--- src/rtl/gwsc_pkg.sv ---
package gwsc_pkg;

   typedef enum logic [1:0] {
      ACT_NONE = 2'd0,
      ACT_COMMIT = 2'd1,
      ACT_READ = 2'd2
   } gwsc_act_e;

   function automatic int gwsc_max_tenths(input int fine_w, input int coarse_w, input int step);
      return step * ((1 << coarse_w) - 1) + ((1 << fine_w) - 1);
   endfunction

endpackage

--- src/rtl/gwsc_sync.sv ---
module gwsc_sync #(
   parameter int WIDTH  = 4,
   parameter int STAGES = 2
) (
   input  logic             clk,
   input  logic             rst_n,
   input  logic [WIDTH-1:0] d,
   output logic [WIDTH-1:0] q
);
   localparam int CHAIN_W = WIDTH * STAGES;

   generate
      if (STAGES < 2) begin : g_bad_stages
         $error("gwsc_sync needs at least two stages");
      end
   endgenerate

   logic [CHAIN_W-1:0] chain_q;

   always_ff @(posedge clk or negedge rst_n) begin
      if (!rst_n) chain_q <= '0;
      else        chain_q <= {chain_q[CHAIN_W-WIDTH-1:0], d};
   end

   assign q = chain_q[CHAIN_W-1 -: WIDTH];
endmodule

--- src/rtl/gwsc_shift.sv ---
module gwsc_shift
   import gwsc_pkg::*;
#(
   parameter int WORD_W = 9
) (
   input  logic              clk,
   input  logic              rst_n,
   input  logic              sclk_s,
   input  logic              din_s,
   input  logic              commit_s,
   input  logic              rdbk_s,
   output logic              sr_tail,
   output logic [WORD_W-1:0] latch_q,
   output logic              proto_err
);
   generate
      if (WORD_W < 2) begin : g_bad_word
         $error("gwsc_shift needs a word of at least two bits");
      end
   endgenerate

   logic              sclk_p;
   logic              cap_q;
   logic [WORD_W-1:0] sr_q;
   logic              err_prev;
   logic              err_q;

   logic      rise;
   logic      fall;
   logic      sclk_low;
   logic      err_cond;
   gwsc_act_e act;

   assign rise     = sclk_s & ~sclk_p;
   assign fall     = ~sclk_s & sclk_p;
   assign sclk_low = ~sclk_s & ~sclk_p;
   assign err_cond = (commit_s | rdbk_s) & sclk_s;

   always_comb begin
      act = ACT_NONE;
      if (sclk_low) begin
         if (commit_s)    act = ACT_COMMIT;
         else if (rdbk_s) act = ACT_READ;
      end
   end

   always_ff @(posedge clk or negedge rst_n) begin
      if (!rst_n) begin
         sclk_p   <= 1'b0;
         cap_q    <= 1'b0;
         sr_q     <= '0;
         latch_q  <= '0;
         err_prev <= 1'b0;
         err_q    <= 1'b0;
      end else begin
         sclk_p   <= sclk_s;
         err_prev <= err_cond;
         err_q    <= err_cond & ~err_prev;
         if (rise) cap_q <= din_s;
         if (act == ACT_READ)  sr_q <= latch_q;
         else if (fall)        sr_q <= {cap_q, sr_q[WORD_W-1:1]};
         if (act == ACT_COMMIT) latch_q <= sr_q;
      end
   end

   assign sr_tail   = sr_q[0];
   assign proto_err = err_q;

   // the active setting moves only on a commit
   p_latch_hold_r3: assert property (@(posedge clk) disable iff (!rst_n)
      (act != ACT_COMMIT) |=> $stable(latch_q));

   // both strobes together leave the shift register untouched and commit it
   p_commit_wins_r8: assert property (@(posedge clk) disable iff (!rst_n)
      (commit_s && rdbk_s && sclk_low) |=> (latch_q == $past(sr_q)) && $stable(sr_q));

   // a strobe during a high shift clock has no effect on the latch
   p_high_ignored_r9: assert property (@(posedge clk) disable iff (!rst_n)
      err_cond |=> $stable(latch_q));

   // the error indication lasts one cycle
   p_err_pulse_r9: assert property (@(posedge clk) disable iff (!rst_n)
      err_q |=> !err_q);
endmodule

--- src/rtl/gwsc_gain_map.sv ---
module gwsc_gain_map
   import gwsc_pkg::*;
#(
   parameter int FINE_W      = 4,
   parameter int COARSE_W    = 4,
   parameter int COARSE_STEP = 15,
   parameter int GAIN_W      = 9,
   parameter bit REG_OUT     = 1'b1
) (
   input  logic                     clk,
   input  logic                     rst_n,
   input  logic [FINE_W+COARSE_W:0] word_i,
   output logic [FINE_W+COARSE_W:0] word_o,
   output logic [GAIN_W-1:0]        tenths_o
);
   localparam int WORD_W = FINE_W + COARSE_W + 1;
   localparam int MAX_T  = gwsc_max_tenths(FINE_W, COARSE_W, COARSE_STEP);

   generate
      if ((1 << (GAIN_W - 1)) <= MAX_T) begin : g_bad_gain_w
         $error("gwsc_gain_map gain width too small");
      end
   endgenerate

   logic [FINE_W-1:0]   fine;
   logic [COARSE_W-1:0] coarse;
   logic                atten;
   logic [GAIN_W-1:0]   mag;
   logic [GAIN_W-1:0]   tenths_n;

   assign fine     = word_i[FINE_W-1:0];
   assign coarse   = word_i[FINE_W +: COARSE_W];
   assign atten    = word_i[WORD_W-1];
   assign mag      = GAIN_W'(COARSE_STEP) * GAIN_W'(coarse) + GAIN_W'(fine);
   assign tenths_n = atten ? (~mag + GAIN_W'(1)) : mag;

   generate
      if (REG_OUT) begin : g_reg
         always_ff @(posedge clk or negedge rst_n) begin
            if (!rst_n) begin
               word_o   <= '0;
               tenths_o <= '0;
            end else begin
               word_o   <= word_i;
               tenths_o <= tenths_n;
            end
         end
      end else begin : g_comb
         assign word_o   = word_i;
         assign tenths_o = tenths_n;
      end
   endgenerate

   // reported gain stays within the coded range
   p_range_r6: assert property (@(posedge clk) disable iff (!rst_n)
      ($signed(tenths_o) <= MAX_T) && ($signed(tenths_o) >= -MAX_T));

   // attenuation never reports a positive value, gain never a negative one
   p_sign_r6: assert property (@(posedge clk) disable iff (!rst_n)
      word_o[WORD_W-1] ? ($signed(tenths_o) <= 0) : ($signed(tenths_o) >= 0));
endmodule

--- src/rtl/gain_word_serial_ctrl.sv ---
module gain_word_serial_ctrl
   import gwsc_pkg::*;
#(
   parameter int FINE_W      = 4,
   parameter int COARSE_W    = 4,
   parameter int COARSE_STEP = 15,
   parameter int SYNC_STAGES = 2,
   localparam int WORD_W     = FINE_W + COARSE_W + 1,
   localparam int MAX_T      = gwsc_max_tenths(FINE_W, COARSE_W, COARSE_STEP),
   localparam int GAIN_W     = $clog2(MAX_T + 1) + 1
) (
   input  logic              clk,
   input  logic              rst_n,
   input  logic              sclk_i,
   input  logic              sdin_i,
   input  logic              commit_i,
   input  logic              rdbk_i,
   input  logic              ser_mode_i,
   input  logic [WORD_W-1:0] par_word_i,
   input  logic              pwrdn_i,
   output logic              sdout_o,
   output logic [WORD_W-1:0] gain_word_o,
   output logic [GAIN_W-1:0] gain_tenths_o,
   output logic              pwrdn_o,
   output logic              proto_err_o
);
   logic [3:0]        sync_q;
   logic              mode_q;
   logic [WORD_W-1:0] par_q;
   logic [WORD_W-1:0] latch_w;
   logic [WORD_W-1:0] sel_word;

   gwsc_sync #(.WIDTH(4), .STAGES(SYNC_STAGES)) u_sync (
      .clk   (clk),
      .rst_n (rst_n),
      .d     ({sclk_i, sdin_i, commit_i, rdbk_i}),
      .q     (sync_q)
   );

   gwsc_shift #(.WORD_W(WORD_W)) u_shift (
      .clk       (clk),
      .rst_n     (rst_n),
      .sclk_s    (sync_q[3]),
      .din_s     (sync_q[2]),
      .commit_s  (sync_q[1]),
      .rdbk_s    (sync_q[0]),
      .sr_tail   (sdout_o),
      .latch_q   (latch_w),
      .proto_err (proto_err_o)
   );

   always_ff @(posedge clk or negedge rst_n) begin
      if (!rst_n) begin
         mode_q  <= 1'b1;
         par_q   <= '0;
         pwrdn_o <= 1'b0;
      end else begin
         mode_q  <= ser_mode_i;
         par_q   <= par_word_i;
         pwrdn_o <= pwrdn_i;
      end
   end

   assign sel_word = mode_q ? latch_w : par_q;

   gwsc_gain_map #(
      .FINE_W      (FINE_W),
      .COARSE_W    (COARSE_W),
      .COARSE_STEP (COARSE_STEP),
      .GAIN_W      (GAIN_W),
      .REG_OUT     (1'b1)
   ) u_map (
      .clk      (clk),
      .rst_n    (rst_n),
      .word_i   (sel_word),
      .word_o   (gain_word_o),
      .tenths_o (gain_tenths_o)
   );

   // in serial mode a steady latch keeps the output steady whatever the parallel pins do
   p_serial_ignores_par_r5: assert property (@(posedge clk) disable iff (!rst_n)
      (mode_q && $stable(latch_w) && $stable(mode_q)) |=> $stable(gain_word_o));

   // the powerdown flag is a one-cycle image of the request
   p_pwrdn_follow_r7: assert property (@(posedge clk) disable iff (!rst_n)
      1'b1 |=> (pwrdn_o == $past(pwrdn_i)));
endmodule

--- config.mk ---
export PLATFORM = sky130hd
export DESIGN_NAME = gain_word_serial_ctrl
export DESIGN_NICKNAME = d
export VERILOG_FILES = /design/src/rtl/gwsc_pkg.sv /design/src/rtl/gwsc_sync.sv /design/src/rtl/gwsc_shift.sv /design/src/rtl/gwsc_gain_map.sv /design/src/rtl/gain_word_serial_ctrl.sv
export SDC_FILE = /design/constraint.sdc
export NUM_CORES = 1
export LEC_CHECK = 0
export ABC_CLOCK_PERIOD_IN_PS = 11140
export BUFFER_PORTS_ARGS = -buffer_cell sky130_fd_sc_hd__buf_2
export CAP_MARGIN = 5
export CORE_ASPECT_RATIO = 2
export CORE_MARGIN = 3
export CORE_UTILIZATION = 48
export CTS_CLUSTER_SIZE = 8
export DETAILED_ROUTE_END_ITERATION = 10
export PLACE_DENSITY = 0.69
export SLEW_MARGIN = 20
export SYNTH_ARGS = -nofsm -noshare
export SYNTH_HDL_FRONTEND = slang
export SYNTH_SLANG_ARGS = --single-unit
--- constraint.sdc ---
create_clock -name clk -period 11.14 [get_ports clk]
set_input_delay 0.557 -clock clk [delete_from_list [all_inputs] [get_ports clk]]
set_output_delay 0.557 -clock clk [all_outputs]
set_load 0.005 [all_outputs]
Yosys cells after proc, flatten, opt, wreduce, memory -nomap -nowiden:

Index checks and enable logic that the tools add are counted.

* register bits: 59
* input port bits: 17

* add/sub/neg operators: 2
* $mul: 1
* equal/unequal tests: 2
* mux-type cells: 7
* bitwise operators: 10
* reduce and logical (&&, ||, !) cells: 1

Operator list (count)
* two-way mux 9 bit: 4
* adder 8 x 4 -> 9 bit: 1
* adder 9 x 1 -> 9 bit, second input constant: 1
* inverter 9 bit: 1
* multiplier 4 x 4 -> 8 bit, first input constant: 1
* two-way mux 2 bit: 3
* bitwise AND 1 bit: 5
* inverter 1 bit: 3
* == test 2 x 1 -> 1 bit, second input constant: 1
* == test 2 bit, second input constant: 1
* nonzero test 2 bit: 1
* bitwise OR 1 bit: 1

Longest topological paths before layout:

Gate-level depths: netlist (run 1).

* depth in word-level cells: 6
* mapped depth: 15
* depth with buffers taken out: 14

By module:

From an unflattened synthesis (run 1), not the netlist that was laid out.

* cell total of the unflattened synthesis: 191
* area total of the unflattened synthesis: 2752.6 um2

Modules (own cells, without submodules)
* gwsc_gain_map: times used 1, cells each 98, area each 1148.6 um2, seq. area each 450.4 um2
* gwsc_shift: times used 1, cells each 60, area each 950.9 um2, seq. area each 550.5 um2
* gain_word_serial_ctrl: times used 1, cells each 21, area each 422.9 um2, seq. area each 276.5 um2
* gwsc_sync: times used 1, cells each 12, area each 230.2 um2, seq. area each 200.2 um2

Least setup slack after synthesis (run 1):

OpenSTA, ideal clock, no wires.

* kind: flip-flop to flip-flop
* from: reg mode_q
* to: reg u_map.tenths_o[8]
* data arrival time: 4.529 ns
* path slack: 6.532 ns
* cell stages (with the launch flop): 16
* path buffers: 1
* cells stage by stage: dfstp_2 clkbuf_1 mux2i_1 inv_1 fa_1 inv_1 fa_1 fa_1 inv_1 ha_1 a211oi_2 nor2_2 xnor2_1 or3_4 o31ai_2 xor2_1

* longest elaborated chain between the ends: 6

Ends and longest elaborated chain
* from (decl): line gain_word_serial_ctrl.sv:28 `logic mode_q;`
* from (signal assigned): line gain_word_serial_ctrl.sv:58 `mode_q <= ser_mode_i;`
* two-way mux 9 bit *: line gain_word_serial_ctrl.sv:64 `assign sel_word = mode_q ? latch_w : par_q;`
* named net sel_word[6]: line gain_word_serial_ctrl.sv:31 `logic [WORD_W-1:0] sel_word;`
* multiplier 4 x 4 -> 8 bit *: line gwsc_gain_map.sv:34 `assign mag = GAIN_W'(COARSE_STEP) * GAIN_W'(coarse) + GAIN_W'(fine);`
* adder 8 x 4 -> 9 bit *: line gwsc_gain_map.sv:34
* inverter 9 bit: line gwsc_gain_map.sv:35 `assign tenths_n = atten ? (~mag + GAIN_W'(1)) : mag;`
* adder 9 x 1 -> 9 bit: line gwsc_gain_map.sv:35
* two-way mux 9 bit *: line gwsc_gain_map.sv:35
* named net u_map.tenths_n[8]: line gwsc_gain_map.sv:29 `logic [GAIN_W-1:0] tenths_n;`
* to (signal assigned): line gwsc_gain_map.sv:45 `tenths_o <= tenths_n;`
* to (decl): line gwsc_gain_map.sv:14 `output logic [GAIN_W-1:0] tenths_o`

Mark *: on every way through the listed nets, which the timed path passes. The rest lies on a longest branch.
A chain may end at the register's enable or synchronous reset.

Worst setup path after layout (run 1):

Ends and elaborated chain as after synthesis.

==> qor.csv, run 1 <==
metric,value,unit
crit_start,mode_q,
fmax,0.217,GHz
clk_pin_slew,0.06,ns
cts.hold.buffers_added,0,
worstMarginPinSlew,0.725,ns
grt.overflow.total,0,
dieArea,6350,sq um
post-route-drc-count,0,
grt_max_degree,60,
ys_top_cells_by_area,"dfrtp_1, ha_1, mux2_2",
status,completed,
crit_required,11.39,ns
fillCellCount,462,
crit_path_end_kind,flop,
core,5180,sq um
grt_pass1_wl,7560,microns
vias,1552,
clk_latency,0.32,ns
power_leakage,1.56,nW
rsz0062_at_grt,false,
fp-row-count,37,
dp_hpwl,3420,microns
drt_iter0_drc,16,
finalCriticalPeriod,4.61,ns
ys_ff_latch,59,
hold_viol_final,0,
multiInputGateArea,1030,sq um
pin_count,38,
ir_drop,164,uV
slew_headroom,51.7,%
synth_area,2580,sq um
port_buffers,37,
tns,0,ns
yosys_warnings,0,
synth-seq-area-share,57.2,%
r2r_cells,14,
yosysUniqueCellTypes,30,
post-route-period-util,41.4,%
first_global_vias,1633,
r2r-start,mode_q,
htree_num_levels,3,
avgSynthCellArea,13.2,sq um
top_usage_layer,met2,
grt.total_usage,16.4,%
rr_endpoint,u_map.tenths_o[8],
fin_skew,0.00548,ns
reg2reg_slack,6.53,ns
crit_end,u_map.tenths_o[8],
hold_ws,0.337,ns
cts_buffers,9,
synthCells,195,
nNetsFinal,286,
gr-usage-met3,4.82,%
ys.flop_type,dfrtp_1,
drive_gt1_share,28.6,%
dr.pass1.iters,4,
start_util,49.8,%
ant_nets,0,
use_met1,17.4,%
cts_sinks,59,
die_height,110,microns
path_class,reg2reg,
clockBufferDepth,2,
wire_per_inst,14.6,microns
synthArstFlopShare,100,%
path_max_fanout,9,
dieWidth,57.9,microns
maxSlewViolCount,0,
final_core_util,57.8,%
maxCapViolations,0,
avgViaCountPerCell,5.12,
cts_tree,done,
synth_nets,238,
min_path_type,in2reg,
ff_latch_area,1480,sq um
setup_viol,0,
post-place-ws,6.49,ns
globalplace.congestion,0.758,
yosys.area.top_type_share,56.2,%
synthToLayoutAreaGrowth,16.2,%
p_per_area,249,nW/um^2
startpoint_type,flop,
synth-edff-count,0,
post-layout-total-power,748,uW
root_buffer,clkbuf_8,
routed_wl,4420,microns
antenna_found_initial,0,
synth_area_leader_cell,dfrtp_1,
post_cts_resized,0,
postCtsSetupBuffers,0,
grt_util_met2,28.2,%
fin_ws,6.53,ns
cp_data_arrival_time,4.86,ns
antenna_cells,0,
==> how the worst min path moves through the flow <==
stage / from / to / slack [ns] / depth (start not counted)
floorplan: rst_n / par_q[0] / 0.26 / 0
global placement: u_sync.chain_q[0] / u_sync.chain_q[4] / 0.33 / 0
detailed placement: u_sync.chain_q[2] / u_sync.chain_q[6] / 0.33 / 0
CTS: par_word_i[2] / par_q[2] / 0.31 / 1
global route: par_word_i[2] / par_q[2] / 0.31 / 1
finish: par_word_i[2] / par_q[2] / 0.34 / 1
==> sequential cells by signal (all words and copies together), names as in the netlist <==
signal,cells
mode_q,1
u_sync.chain_q,8
u_shift.cap_q,1
u_map.tenths_o,9
pwrdn_o,1
u_shift.proto_err,1
u_shift.sclk_p,1
par_q,9
u_shift.err_prev,1
u_shift.latch_q,9
u_shift.sr_q,9
u_map.word_o,9
==> cells in the mapped netlist (2+ instances only) <==
master and number:
o21ai_0 2, mux2_2 14, ha_1 20, xnor2_1 9
inv_1 16, a21oi_1 4, a22oi_1 9, nand2_1 22
xor2_1 3, a21o_1 2, fa_1 6, mux2i_1 5
nand3b_1 2, nor2b_1 3, dfrtp_1 58, nor2_1 4
o31ai_1 2, clkbuf_1 2
==> cell usage in the layout (no fill, tap or decap), drive strengths merged <==
cell    count
o21a        1
dfstp       1
nor2b       3
clkinv      1
a41oi       1
nor4b       1
a211oi      1
o31ai       3
inv        16
xor2        3
xnor2       9
or3         1
ha         20
nand3b      2
dfrtp      58
buf        40
fa          6
nand2      22
mux2       14
nor2        5
a22oi       9
a21o        2
a21oi       4
o21ai       2
clkbuf     13
mux2i       5
nor3b       1
nor3        1
==> cell type report <==
type / count / area share [%]
sequential: 59 / 49.3
multi-input combinational: 116 / 34.3
timing repair buffer: 40 / 6.93
clock buffer: 13 / 4.96
tap: 58 / 2.42
inverter: 17 / 2.13
==> critical path, cell delays in order (launching register included) <==
cell and delay (ns):
dfstp_2 0.66, mux2i_1 0.38, inv_1 0.18, fa_1 0.57
inv_1 0.07, fa_1 0.48, fa_1 0.51, inv_1 0.04
ha_1 0.35, a211oi_2 0.30, nor2_2 0.07, xnor2_1 0.17
or3_4 0.41, o31ai_2 0.20, xor2_1 0.16
==> stage by stage <==
step,instances,instance area (sq um)
2_1_floorplan,195,2580
3_3_place_gp,290,2850
3_5_place_dp,290,2850
4_1_cts,303,3000
5_1_grt,303,3000
6_report,303,3000
==> cell families after synthesis <==
group | synth area share (%)
muxes | 8.05
DFF | 57.2
xor gates and xnor gates | 4.07
AOI/OAI and AO/OA | 6.54
buffers and inverters | 2.91
adders and majority gates | 14.3
and+or+nand+nor | 6.83
==> report_power, final <==
part	switching, mW	leakage (nW)	internal [mW]	total, mW
logic	0.168	0.755	0.141	0.309
clock network	0.0710	0.0754	0.0833	0.154
registers	0.0222	0.727	0.262	0.285
==> routing by layer <==
layer,up-vias,wire (microns)
met2,26,2540
met5,-,0
li1,749,-
met3,9,142
met4,0,113
met1,768,1620
Note: power is estimated with default switching activity, not from simulation.
==> run 2, diff against run 1 <==
--- a/config.mk
+++ b/config.mk
@@ -5,7 +5,8 @@
 export SDC_FILE = /design/constraint.sdc
 export NUM_CORES = 1
 export LEC_CHECK = 0
-export ABC_CLOCK_PERIOD_IN_PS = 11140
+export ABC_AREA = 1
+export ABC_CLOCK_PERIOD_IN_PS = 4100
 export BUFFER_PORTS_ARGS = -buffer_cell sky130_fd_sc_hd__buf_2
 export CAP_MARGIN = 5
 export CORE_ASPECT_RATIO = 2
@@ -13,7 +14,7 @@
 export CORE_UTILIZATION = 48
 export CTS_CLUSTER_SIZE = 8
 export DETAILED_ROUTE_END_ITERATION = 10
-export PLACE_DENSITY = 0.69
+export PLACE_DENSITY = 0.71
 export SLEW_MARGIN = 20
 export SYNTH_ARGS = -nofsm -noshare
 export SYNTH_HDL_FRONTEND = slang
==> constraint.sdc (replaced) <==
create_clock -name clk -period 4.1 [get_ports clk]
set_input_delay 0.205 -clock clk [delete_from_list [all_inputs] [get_ports clk]]
set_output_delay 0.205 -clock clk [all_outputs]
set_load 0.005 [all_outputs]
==> run 2 against run 1 <==
Net effect:
- count of clock-buffer cells in the layout fell by 1
- register-to-register slack worse by 6.3 ns
- global-route usage rose by 2.1 points
- critical path depth up 4
- critical endpoint unchanged
==> qor.csv, run 2 <==
metric,value,unit,change
ir_drop,552,uV,+240%
die_height,113,microns,+3.0%
synth_area_leader_cell,dfrtp_1,,
maxCapViolations,0,,unchanged
first_global_vias,2016,,+23%
met3_length,171,microns,+20%
fmax,0.258,GHz,+19%
yosys.area.top_type_share,52.8,%,-3.4 points
globalplace.congestion,0.772,,+1.8%
synth_common_cells,"dfrtp_1, inv_1, nand2_1, ha_1, o21ai_0",,
vias,1985,,+28%
comb_power_share,38.6,%,-2.7 points
crit_required,4.33,ns,-7.06 ns
setup_viol,0,,unchanged
cp_data_arrival_time,4.11,ns,-0.75 ns
status,completed,,
core,5470,sq um,+5.5%
path_max_fanout,9,,unchanged
cts_tree,done,,
synth_area,2750,sq um,+6.5%
synth-edff-count,0,,unchanged
startpoint_type,flop,,
tns,0,ns,unchanged
dieWidth,59.5,microns,+2.9%
routed-wl-met2,3240,microns,+28%
ant_nets,0,,unchanged
finalCriticalPeriod,3.87,ns,-0.739 ns
fillCellCount,454,,-1.7%
worstMarginPinSlew,0.716,ns,-0.00966 ns
dp_hpwl,4110,microns,+20%
pin_count,38,,unchanged
synthArstFlopShare,100,%,unchanged
slew_headroom,52.3,%,+0.64 points
antenna_cells,0,,unchanged
grt_pass1_wl,9060,microns,+20%
reg2reg_slack,0.23,ns,-6.30 ns
cts_sinks,59,,unchanged
dr.pass1.iters,4,,unchanged
yosys_warnings,0,,unchanged
avgViaCountPerCell,5.01,,-2.1%
start_util,50.3,%,+0.49 points
path_class,reg2reg,,
pwr-share-seq,34.2,%,-3.9 points
routed_wl,5490,microns,+24%
nNetsFinal,374,,+31%
fin_skew,0.00435,ns,-0.00113 ns
maxSlewViolCount,0,,unchanged
avgSynthCellArea,10.3,sq um,-23%
min_path_type,in2async,,
grt.overflow.total,0,,unchanged
crit_path_end_kind,flop,,
p_int,1.40,mW,+190%
clk_latency,0.33,ns,about the same
power_leakage,1.77,nW,+14%
cts_buffers,9,,unchanged
synth_nets,311,,+31%
netSwitchingPower,772,uW,+200%
post-route-period-util,94.5,%,+53 points
grt_max_degree,60,,unchanged
power_frac_clock,27.2,%,+6.6 points
top_layer,met4,,
yosysUniqueCellTypes,29,,-3.3%
final_cell_mix,"dfrtp_1, inv_1, nand2_1",,
ys.flop_type,dfrtp_1,,
r2r-start,mode_q,,
rr_endpoint,u_map.tenths_o[8],,
final_common_cell,dfrtp_1,,
rsz0062_at_grt,false,,
r2r_cells,18,,+4
synthToLayoutAreaGrowth,23.6,%,
fp-row-count,38,,+2.7%
crit_end,u_map.tenths_o[8],,
yosysMostFrequentCell,dfrtp_1,,
synthCells,268,,+37%
antenna_found_initial,0,,unchanged
port_buffers,37,,unchanged
drive_gt1_share,22.6,%,-6.0 points
htree_num_levels,3,,unchanged
final_core_util,62.1,%,+4.3 points
swShare,35.6,%,+0.64 points
drt_iter0_drc,55,,+39
clockBufferDepth,2,,unchanged
synth-seq-area-share,53.8,%,-3.5 points
ys_ff_latch,59,,unchanged
post-route-drc-count,0,,unchanged
wire_per_inst,13.9,microns,-4.8%
root_buffer,clkbuf_8,,
dieArea,6730,sq um,+6.0%
hold_viol_final,0,,unchanged
clk_pin_slew,0.06,ns,about the same
crit_start,mode_q,,
ys_top_cells_by_area,"dfrtp_1, ha_1, inv_1",,
drt-met1-wl,1900,microns,+17%
grt.total_usage,18.5,%,+2.1 points
p_per_area,639,nW/um^2,+160%
[run 2: cell types whose count changed after synthesis, sizes merged, moves of 6 or more]
cell    previous run  this run
a22oi              9         2
inv               16        52
mux2              14         4
nand2             22        57
nand3              0        14
o21ai              2        19
o221ai             0         6
xnor2              9         2
[run 2: cell families after synthesis]
kind of cell             synth area share, %
buffers and inverters                   7.97
XOR/XNOR                                1.59
flip-flops                              53.8
multiplexers                            1.77
AO/OA/AOI/OAI                           8.15
AND/OR/NAND/NOR                         13.3
adder cells (fa/ha/maj)                 13.5
[run 2: metrics by stage]
stage	hold WS [ns]	worst slack [ns]	cell area, sq um	std cells	power [mW]
floorplan	-0.0906	0.250	2750	268	1.36
global placement	0.313	0.201	3000	364	1.57
detailed placement	0.314	0.132	3000	364	1.59
CTS	0.0282	0.103	3380	395	2.20
global route	0.0589	0.0113	3400	396	2.33
finish	0.00307	0.227	3400	396	2.17
[run 2: how the worst min path moves through the flow]
stage             startpoint           endpoint  slack [ns]  cells after the start
2_1_floorplan          rst_n           par_q[0]       -0.09                      0
5_1_grt                rst_n   u_shift.err_prev        0.06                      2
6_report               rst_n   u_shift.err_prev       0.003                      2
4_1_cts                rst_n  u_sync.chain_q[0]        0.03                      2
3_5_place_dp   par_word_i[5]           par_q[5]        0.31                      1
3_3_place_gp        commit_i  u_sync.chain_q[1]        0.31                      1
[run 2: area by class of cell]
class / instances / area, sq um / share of cell area (%)
multi-input cells: 153 / 1060 / 31.2
repair buffers: 55 / 358 / 10.5
clock buffers: 12 / 155 / 4.57
well taps: 60 / 75.1 / 2.21
inverters: 53 / 199 / 5.86
flip-flops and latches: 59 / 1480 / 43.5
clock inverters: 4 / 72.6 / 2.14
[run 2: routing by layer]
metal / vias up / GRT usage [%]
li1: 976 / -
met1: 963 / 18.4
met2: 32 / 33.4
met3: 14 / 4.57
met4: 0 / 10.2
met5: - / 0
[run 2: worst max-delay path, stage by stage, from the launching register on]
cell     delay (ns)
dfstp_2        0.61
mux2_4         0.37
fa_1           0.57
inv_1          0.06
fa_1           0.47
fa_1           0.52
inv_1          0.04
ha_1           0.33
nand2_2        0.10
nand2_2        0.10
nand3_1        0.10
nand2_1        0.07
nand2_1        0.06
nand2_2        0.10
nand3_2        0.09
nand2_1        0.06
nand2_1        0.04
nand2_1        0.05
inv_1          0.03
[run 2: power groups by stage]
stage | Combinational [mW] | Clock, mW | Sequential (mW)
after CTS | 0.852 | 0.601 | 0.742
final | 0.839 | 0.591 | 0.742
after global routing | 0.959 | 0.624 | 0.751
after global placement | 0.817 | 0 | 0.748
after detailed placement | 0.836 | 0 | 0.753
after floorplan | 0.611 | 0 | 0.750
[run 2: what timing repair did]
item,CTS,global route
hold endpoints to repair,15,0
setup endpoints to repair,0,3
hold buffers,15,0
gates resized for setup,0,4
buffers inserted,0,1
